[src/rtl/cosMaskPkg.sv]
package cosMaskPkg;

  typedef enum logic {
    LVL_LAST = 1'b0,
    LVL_MID  = 1'b1
  } cacheLvl_e;

  // strobes from the control module to the table datapath
  typedef struct packed {
    logic llcWr;
    logic l2Wr;
    logic reloadLlc;
    logic setErr;
  } maskStrobe_t;

endpackage

[src/rtl/cosMaskCtrl.sv]
module cosMaskCtrl
  import cosMaskPkg::*;
#(
  parameter int MASK_LEN = 8,
  parameter int LLC_COS  = 16,
  parameter int L2_COS   = 8,
  parameter int COS_W    = 5
) (
  input  logic                clk,
  input  logic                rstN,
  input  logic                cfgWrEn,
  input  cacheLvl_e           cfgLevel,
  input  logic [COS_W-1:0]    cfgIdx,
  input  logic [MASK_LEN-1:0] cfgWrData,
  input  logic                splitWrEn,
  input  logic                splitVal,
  input  logic                errClr,
  output maskStrobe_t         strobe,
  output logic                splitMode,
  output logic                errFlag
);

  localparam logic [COS_W-1:0] LLC_LIM = COS_W'(LLC_COS);
  localparam logic [COS_W-1:0] L2_LIM  = COS_W'(L2_COS);

  logic [MASK_LEN-1:0] lowBit;
  logic [MASK_LEN-1:0] carrySum;
  logic                maskLegal;
  logic                idxInRange;
  logic                idxLocked;
  logic                wrAccept;

  // a single run of ones: adding its lowest bit clears the whole run
  assign lowBit    = cfgWrData & (~cfgWrData + MASK_LEN'(1));
  assign carrySum  = cfgWrData + lowBit;
  assign maskLegal = (cfgWrData != '0) && ((carrySum & cfgWrData) == '0);

  assign idxInRange = (cfgLevel == LVL_MID) ? (cfgIdx < L2_LIM) : (cfgIdx < LLC_LIM);
  assign idxLocked  = (cfgIdx == '0) ||
                      ((cfgLevel == LVL_LAST) && splitMode && (cfgIdx == COS_W'(1)));
  assign wrAccept   = cfgWrEn && idxInRange && maskLegal && !idxLocked;

  always_comb begin
    strobe.setErr    = cfgWrEn && (!idxInRange || !maskLegal);
    strobe.reloadLlc = splitWrEn && (splitVal != splitMode);
    strobe.llcWr     = wrAccept && (cfgLevel == LVL_LAST) && !strobe.reloadLlc;
    strobe.l2Wr      = wrAccept && (cfgLevel == LVL_MID);
  end

  always_ff @(posedge clk or negedge rstN) begin
    if (!rstN) begin
      splitMode <= 1'b0;
      errFlag   <= 1'b0;
    end else begin
      if (splitWrEn) splitMode <= splitVal;
      if (strobe.setErr)  errFlag <= 1'b1;
      else if (errClr)    errFlag <= 1'b0;
    end
  end

endmodule

[src/rtl/cosMaskData.sv]
module cosMaskData
  import cosMaskPkg::*;
#(
  parameter int MASK_LEN = 8,
  parameter int LLC_COS  = 16,
  parameter int L2_COS   = 8,
  parameter int COS_W    = 5
) (
  input  logic                clk,
  input  logic                rstN,
  input  maskStrobe_t         strobe,
  input  logic                splitMode,
  input  cacheLvl_e           cfgLevel,
  input  logic [COS_W-1:0]    cfgIdx,
  input  logic [MASK_LEN-1:0] cfgWrData,
  output logic [MASK_LEN-1:0] cfgRdData,
  input  logic [COS_W-1:0]    cosIn,
  input  logic                isCode,
  output logic [MASK_LEN-1:0] llcMask,
  output logic [MASK_LEN-1:0] l2Mask
);

  localparam int LLC_IW = $clog2(LLC_COS);
  localparam int L2_IW  = $clog2(L2_COS);
  localparam logic [MASK_LEN-1:0] ALL_ONES = {MASK_LEN{1'b1}};
  localparam logic [COS_W-1:0] LLC_LIM  = COS_W'(LLC_COS);
  localparam logic [COS_W-1:0] L2_LIM   = COS_W'(L2_COS);
  localparam logic [COS_W-1:0] HALF_LIM = COS_W'(LLC_COS / 2);

  logic [MASK_LEN-1:0] llcTab [LLC_COS];
  logic [MASK_LEN-1:0] l2Tab  [L2_COS];

  genvar e;
  generate
    for (e = 0; e < LLC_COS; e++) begin : g_llcEntry
      always_ff @(posedge clk or negedge rstN) begin
        if (!rstN)                                       llcTab[e] <= ALL_ONES;
        else if (strobe.reloadLlc)                       llcTab[e] <= ALL_ONES;
        else if (strobe.llcWr && cfgIdx == COS_W'(e))    llcTab[e] <= cfgWrData;
      end
    end
    for (e = 0; e < L2_COS; e++) begin : g_l2Entry
      always_ff @(posedge clk or negedge rstN) begin
        if (!rstN)                                       l2Tab[e] <= ALL_ONES;
        else if (strobe.l2Wr && cfgIdx == COS_W'(e))     l2Tab[e] <= cfgWrData;
      end
    end
  endgenerate

  logic [COS_W-1:0]    pairIdx;
  logic [MASK_LEN-1:0] llcNext;
  logic [MASK_LEN-1:0] l2Next;

  assign pairIdx = {cosIn[COS_W-2:0], isCode};

  always_comb begin
    if (splitMode)
      llcNext = (cosIn < HALF_LIM) ? llcTab[pairIdx[LLC_IW-1:0]] : ALL_ONES;
    else
      llcNext = (cosIn < LLC_LIM) ? llcTab[cosIn[LLC_IW-1:0]] : ALL_ONES;
    l2Next = (cosIn < L2_LIM) ? l2Tab[cosIn[L2_IW-1:0]] : ALL_ONES;
  end

  always_ff @(posedge clk or negedge rstN) begin
    if (!rstN) begin
      llcMask <= ALL_ONES;
      l2Mask  <= ALL_ONES;
    end else begin
      llcMask <= llcNext;
      l2Mask  <= l2Next;
    end
  end

  always_comb begin
    if (cfgLevel == LVL_MID)
      cfgRdData = (cfgIdx < L2_LIM) ? l2Tab[cfgIdx[L2_IW-1:0]] : ALL_ONES;
    else
      cfgRdData = (cfgIdx < LLC_LIM) ? llcTab[cfgIdx[LLC_IW-1:0]] : ALL_ONES;
  end

endmodule

[src/rtl/cosMaskTable.sv]
module cosMaskTable
  import cosMaskPkg::*;
#(
  parameter int MASK_LEN = 8,
  parameter int LLC_COS  = 16,
  parameter int L2_COS   = 8,
  parameter int COS_W    = $clog2((LLC_COS > L2_COS) ? LLC_COS : L2_COS) + 1
) (
  input  logic                clk,
  input  logic                rstN,
  input  logic                cfgWrEn,
  input  logic                cfgLevel,
  input  logic [COS_W-1:0]    cfgIdx,
  input  logic [MASK_LEN-1:0] cfgWrData,
  output logic [MASK_LEN-1:0] cfgRdData,
  input  logic                splitWrEn,
  input  logic                splitVal,
  input  logic                errClr,
  output logic                errFlag,
  input  logic [COS_W-1:0]    cosIn,
  input  logic                isCode,
  output logic [MASK_LEN-1:0] llcMask,
  output logic [MASK_LEN-1:0] l2Mask
);

  maskStrobe_t strobe;
  logic        splitMode;
  cacheLvl_e   lvlSel;

  assign lvlSel = cacheLvl_e'(cfgLevel);

  cosMaskCtrl #(
    .MASK_LEN(MASK_LEN), .LLC_COS(LLC_COS), .L2_COS(L2_COS), .COS_W(COS_W)
  ) ctrl_i (
    .clk(clk), .rstN(rstN), .cfgWrEn(cfgWrEn), .cfgLevel(lvlSel),
    .cfgIdx(cfgIdx), .cfgWrData(cfgWrData), .splitWrEn(splitWrEn),
    .splitVal(splitVal), .errClr(errClr), .strobe(strobe),
    .splitMode(splitMode), .errFlag(errFlag)
  );

  cosMaskData #(
    .MASK_LEN(MASK_LEN), .LLC_COS(LLC_COS), .L2_COS(L2_COS), .COS_W(COS_W)
  ) data_i (
    .clk(clk), .rstN(rstN), .strobe(strobe), .splitMode(splitMode),
    .cfgLevel(lvlSel), .cfgIdx(cfgIdx), .cfgWrData(cfgWrData),
    .cfgRdData(cfgRdData), .cosIn(cosIn), .isCode(isCode),
    .llcMask(llcMask), .l2Mask(l2Mask)
  );

endmodule

[config.mk]
export PLATFORM = sky130hd
export DESIGN_NAME = cosMaskTable
export DESIGN_NICKNAME = d
export VERILOG_FILES = /design/src/rtl/cosMaskPkg.sv /design/src/rtl/cosMaskCtrl.sv /design/src/rtl/cosMaskData.sv /design/src/rtl/cosMaskTable.sv
export SDC_FILE = /design/constraint.sdc
export NUM_CORES = 1
export LEC_CHECK = 0
export BUFFER_PORTS_ARGS = -buffer_cell sky130_fd_sc_hd__buf_2
export CORE_MARGIN = 2
export CORE_UTILIZATION = 60
export DETAILED_ROUTE_END_ITERATION = 10
export HOLD_SLACK_MARGIN = 0.08
export MAX_ROUTING_LAYER = met4
export PLACE_DENSITY = 0.86
export SLEW_MARGIN = 25
export SYNTH_ARGS = -nofsm -noshare
export SYNTH_HDL_FRONTEND = slang
export SYNTH_SLANG_ARGS = --single-unit
[constraint.sdc]
create_clock -name clk -period 3.2 [get_ports clk]
set_input_delay 0.32 -clock clk [delete_from_list [all_inputs] [get_ports clk]]
set_output_delay 0.32 -clock clk [all_outputs]
set_load 0.02 [all_outputs]
==> impl.org <==
** Placement
- # placed instances :: 1225
- After legalization and detailed placement, the total HPWL measured 21600 um.
- Port buffering added 50 buffers.
- Setup WS pre-CTS :: 465 ps
- At the end of routability-driven placement, the weighted congestion stood at 0.895.

** Finish
- Counting the fill cells in the layout gives about 1400.
- The multi-input combinational cells in the finished layout cover a total of ~7000 um2.
- Of the cells placed in the final design, the portion with a size suffix greater than 1 is 0.550.
- Final core utilization :: 0.678
- In the final layout, flip-flops and latches occupy 5520 um2.
- The area growth from synthesis to layout is 10.3%.
- 0 antenna diodes ended up in the layout.
- Total number of nets in the final design :: 1003
- Number of cells in the finished layout apart from fillers :: 1267

** Timing
- Total setup violations reported at the end of the flow :: 0
- Pin slew with the least headroom to its limit :: 878 ps
- The number of slew-limit violations in the final report was 0.
- Derived from the worst setup path, the maximum achievable clock frequency is 0.373 GHz.
- The final-report hold violation count was 0.
- Dividing the final minimum period by the clock period gives 0.838.
- Setup repair after global routing left no endpoint under its margin.
- Min Tclk post-route :: ~2700 ps
- Normalized max-slew margin :: 0.415
- Fin worst setup slack :: 518 ps
- Tightest hold margin :: slightly below 90 ps
- Adding up every negative setup slack in the final design gives 0 ps.
- For the final database, setup skew stands at between 8 and 9 ps.

** Global route
- Initial antenna violation count :: 0
- Via count of the first global-routing pass :: roughly 9000
- Wire length of the first global-routing pass :: 53400 um
- GRT overflow :: 0
- Entering global routing, the biggest net connects 107 pins.
- Total routing resource utilization after global routing :: 0.323

** Clock tree
- For the worst-skew pair, the clock arrives at the later sink with an insertion delay of just over 500 ps.
- CTS placed an instance of sky130_fd_sc_hd__clkbuf_16 at the clock tree root.
- Deepest clock path buffer count :: 3
- Clock tree from TritonCTS :: done
- CTS built an H-tree with a depth of 1.
- Number of clock sinks :: 210
- Post-CTS timing repair inserted 0 buffers for setup.
- The number of gates resized after CTS was 0.
- TritonCTS created 23 clock buffers.
- After clock tree synthesis, the clock-pin slew on the worst setup and hold paths is 60 ps.

** Setup path
- Critical Path Sink Type :: register
- Data on the critical path arrives at its endpoint at between 3000 and 4000 ps.
- The most critical setup path has its startpoint at ctrl_i.splitMode$_DFFE_PN0P_.
- The signal on the critical path passes through inv_1, o21ai_0, a31oi_4, buf_4, nand4_2, mux2i_1.
- Worst reg2reg startpoint :: ctrl_i.splitMode$_DFFE_PN0P_
- Category of the worst setup path launch point :: register
- The slowest stage of the critical path belongs to the cell sky130_fd_sc_hd__nand4_2.
- Critical-path maximum fanout :: 16
- For this run, the slowest stage of the critical path takes 590 ps.
- The worst setup path is of the register to register kind.
- Worst Path Required :: about 3600 ps

** Pwr
- Static leakage power :: 6.00 nW
- Across the VDD grid, the largest voltage drop is between 0.2 and 0.25 mV.
- Power density normalized to cell area :: between 400 and 500 nW/um2

** Status
- Result of the run :: completed

** Logic synthesis
- Cell variety after synth :: 45
- Leading area contributor after synthesis :: sky130_fd_sc_hd__dfstp_2
- Synthesis Warnings :: 0
- Share of the synthesized area in the top cell type :: 0.421
- Post-synth EDFFs :: 0
- In this run, synthesis produced a sequential element count of 210.
- Synthesis handed over a netlist of 961 instances.
- After synthesis, the share of flip-flops with an asynchronous set or reset is 1.00.
- The synthesized netlist occupies a cell area of between 10000 and 15000 um2.
- Counting every net in the synthesized netlist gives 987.
- For this run, the leading register cell type out of synthesis is sky130_fd_sc_hd__dfstp_2.
- Average instance area after synthesis :: 13.5 um2
- Of the synthesized area, sequential elements account for 0.424.
- Most area-consuming cells after synthesis :: sky130_fd_sc_hd__dfstp_2 42%, sky130_fd_sc_hd__mux4_2 22%, sky130_fd_sc_hd__mux2i_1 14%, sky130_fd_sc_hd__nor2_1 4.0%, sky130_fd_sc_hd__mux2_2 2.8%

** Drt
- For this run, the detailed router's first-pass iteration total came to 6.
- For this block, the via count after detailed routing is approximately 8900.
- The count of nets left with antenna violations once routing finished came out at 0.
- Routed length on met3 :: 3220 um
- After detailed routing, no signal wire sits above met4.
- For this block, the initial DRC count from the detailed router was between 800 and 900.
- After detailed routing, the number of remaining DRC violations is 0.
- In the final routing, the length of wire on met1 measures 12600 um.
- Post-detailed-routing wire length :: 34000 um
- After detailed routing, the number of vias per cell comes to 6.99.
- Average wire per standard cell :: between 20 and 30 um
- In the detailed route, the total length drawn on met2 is 16400 um.

** Min path
- Hold/Removal Path Class :: primary input to register
- In this run the most critical hold path is launched from splitVal.

** Floorplan
- Die width :: 151 um
- Ports :: 51
- Die height :: 151 um
- The floorplan step defined a die boundary enclosing 22800 um2.
- Site Rows :: 53
- Effective utilization at floorplan :: 0.614
- The region available for standard cell placement spans 21200 um2.

** Run
- Number of max-cap violations :: 0
## cells by family after synthesis
family	share of synthesized area
AND/OR/NAND/NOR	0.0997
AO/OA/AOI/OAI	0.0259
buffers and inverters	0.0360
multiplexers	0.413
XOR/XNOR	0.000674
flip-flops	0.424
## registers in the layout, indices dropped and copies added (netlist names)
signal            count
ctrl_i.errFlag        1
data_i.llcMask        8
data_i.l2Tab         64
ctrl_i.splitMode      1
data_i.l2Mask         8
data_i.llcTab       128
## routing by layer
metal  up-vias  GRT usage
met5         -          -
met4         0      0.163
met3       132     0.0584
met2       498      0.488
met1      4559      0.426
li1       3666          -
## where the power goes
part / internal [mW] / total, mW / switching, mW / leakage, nW
clock network: 1.70 / 2.79 / 1.09 / 0.387
logic: 0.206 / 0.628 / 0.422 / 3.41
registers: 2.70 / 2.72 / 0.0177 / 2.20
total: 4.61 / 6.13 / 1.53 / 6.00
## what timing repair did
| action | in CTS | in global routing |
|---|---|---|
| hold buffers | 2 | 0 |
| endpoints found under the hold margin | 2 | 0 |
| endpoints found under the setup margin | 0 | 0 |
## cells in the final DEF (no fill, tap or decap), types with 21 or more instances in the layout
| cell | netlist | final |
|---|---|---|
| sky130_fd_sc_hd__dfstp_2 | 208 | 208 |
| sky130_fd_sc_hd__mux2i_1 | 181 | 181 |
| sky130_fd_sc_hd__nor2_1 | 140 | 139 |
| sky130_fd_sc_hd__mux4_2 | 126 | 126 |
| sky130_fd_sc_hd__buf_2 | 26 | 47 |
| sky130_fd_sc_hd__buf_4 | 1 | 34 |
| sky130_fd_sc_hd__mux2_2 | 32 | 32 |
| sky130_fd_sc_hd__mux2_4 | 24 | 24 |
| sky130_fd_sc_hd__clkbuf_16 | 0 | 23 |
| sky130_fd_sc_hd__nor3_1 | 21 | 21 |
## layout make-up
class | count | area share
multi-input combinational | 648 | 0.490
sequential | 210 | 0.385
clock buffer | 34 | 0.0472
timing repair buffer | 90 | 0.0450
tap | 275 | 0.0240
clock inverter | 6 | 0.00759
inverter | 4 | 0.00105
## per-stage QoR
step / power (mW) / area, um2
final: 6.13 / 14300
after global routing: 6.31 / 14300
after CTS: 6.15 / 14300
after detailed placement: 3.38 / 13500
after global placement: 3.36 / 13500
after floorplan: 3.15 / 13000
## worst paths after layout
check | to | slack (ps) | cells after the start
worst max-delay path | data_i.llcTab[18]$_DFFE_PN1P_ | 520 | 6
worst min-delay path | ctrl_i.splitMode$_DFFE_PN0P_ | 90 | 3
worst max register to register | data_i.llcTab[18]$_DFFE_PN1P_ | 520 | 6
worst min register to register | data_i.l2Tab[63]$_DFFE_PN1P_ | 370 | 0
max in group asynchronous | data_i.l2Mask[2]$_DFF_PN1_ | 1830 | 3
min in group asynchronous | ctrl_i.errFlag$_DFFE_PN0P_ | 480 | 2
## cell usage after synthesis (all sizes together), types with 4 or more instances
master and n:
nand2 14, buf 40, nor2 140, or3 4, a221oi 7, and4 8, clkbuf 59, dfstp 208
nor2b 7, mux2 56, o21ai 5, a21oi 10, nor3 21, nand4 16, mux2i 181, a22o 16
inv 4, or2 9, mux4 126
## critical path, delay by kind of cell (launching register included)
kind,cells,cell delay [ps]
buffers and inverters,2,610
AO/OA/AOI/OAI,2,480
flip-flops,1,550
multiplexers,1,350
AND/OR/NAND/NOR,1,590
Note: power is estimated with default switching activity, not from simulation.
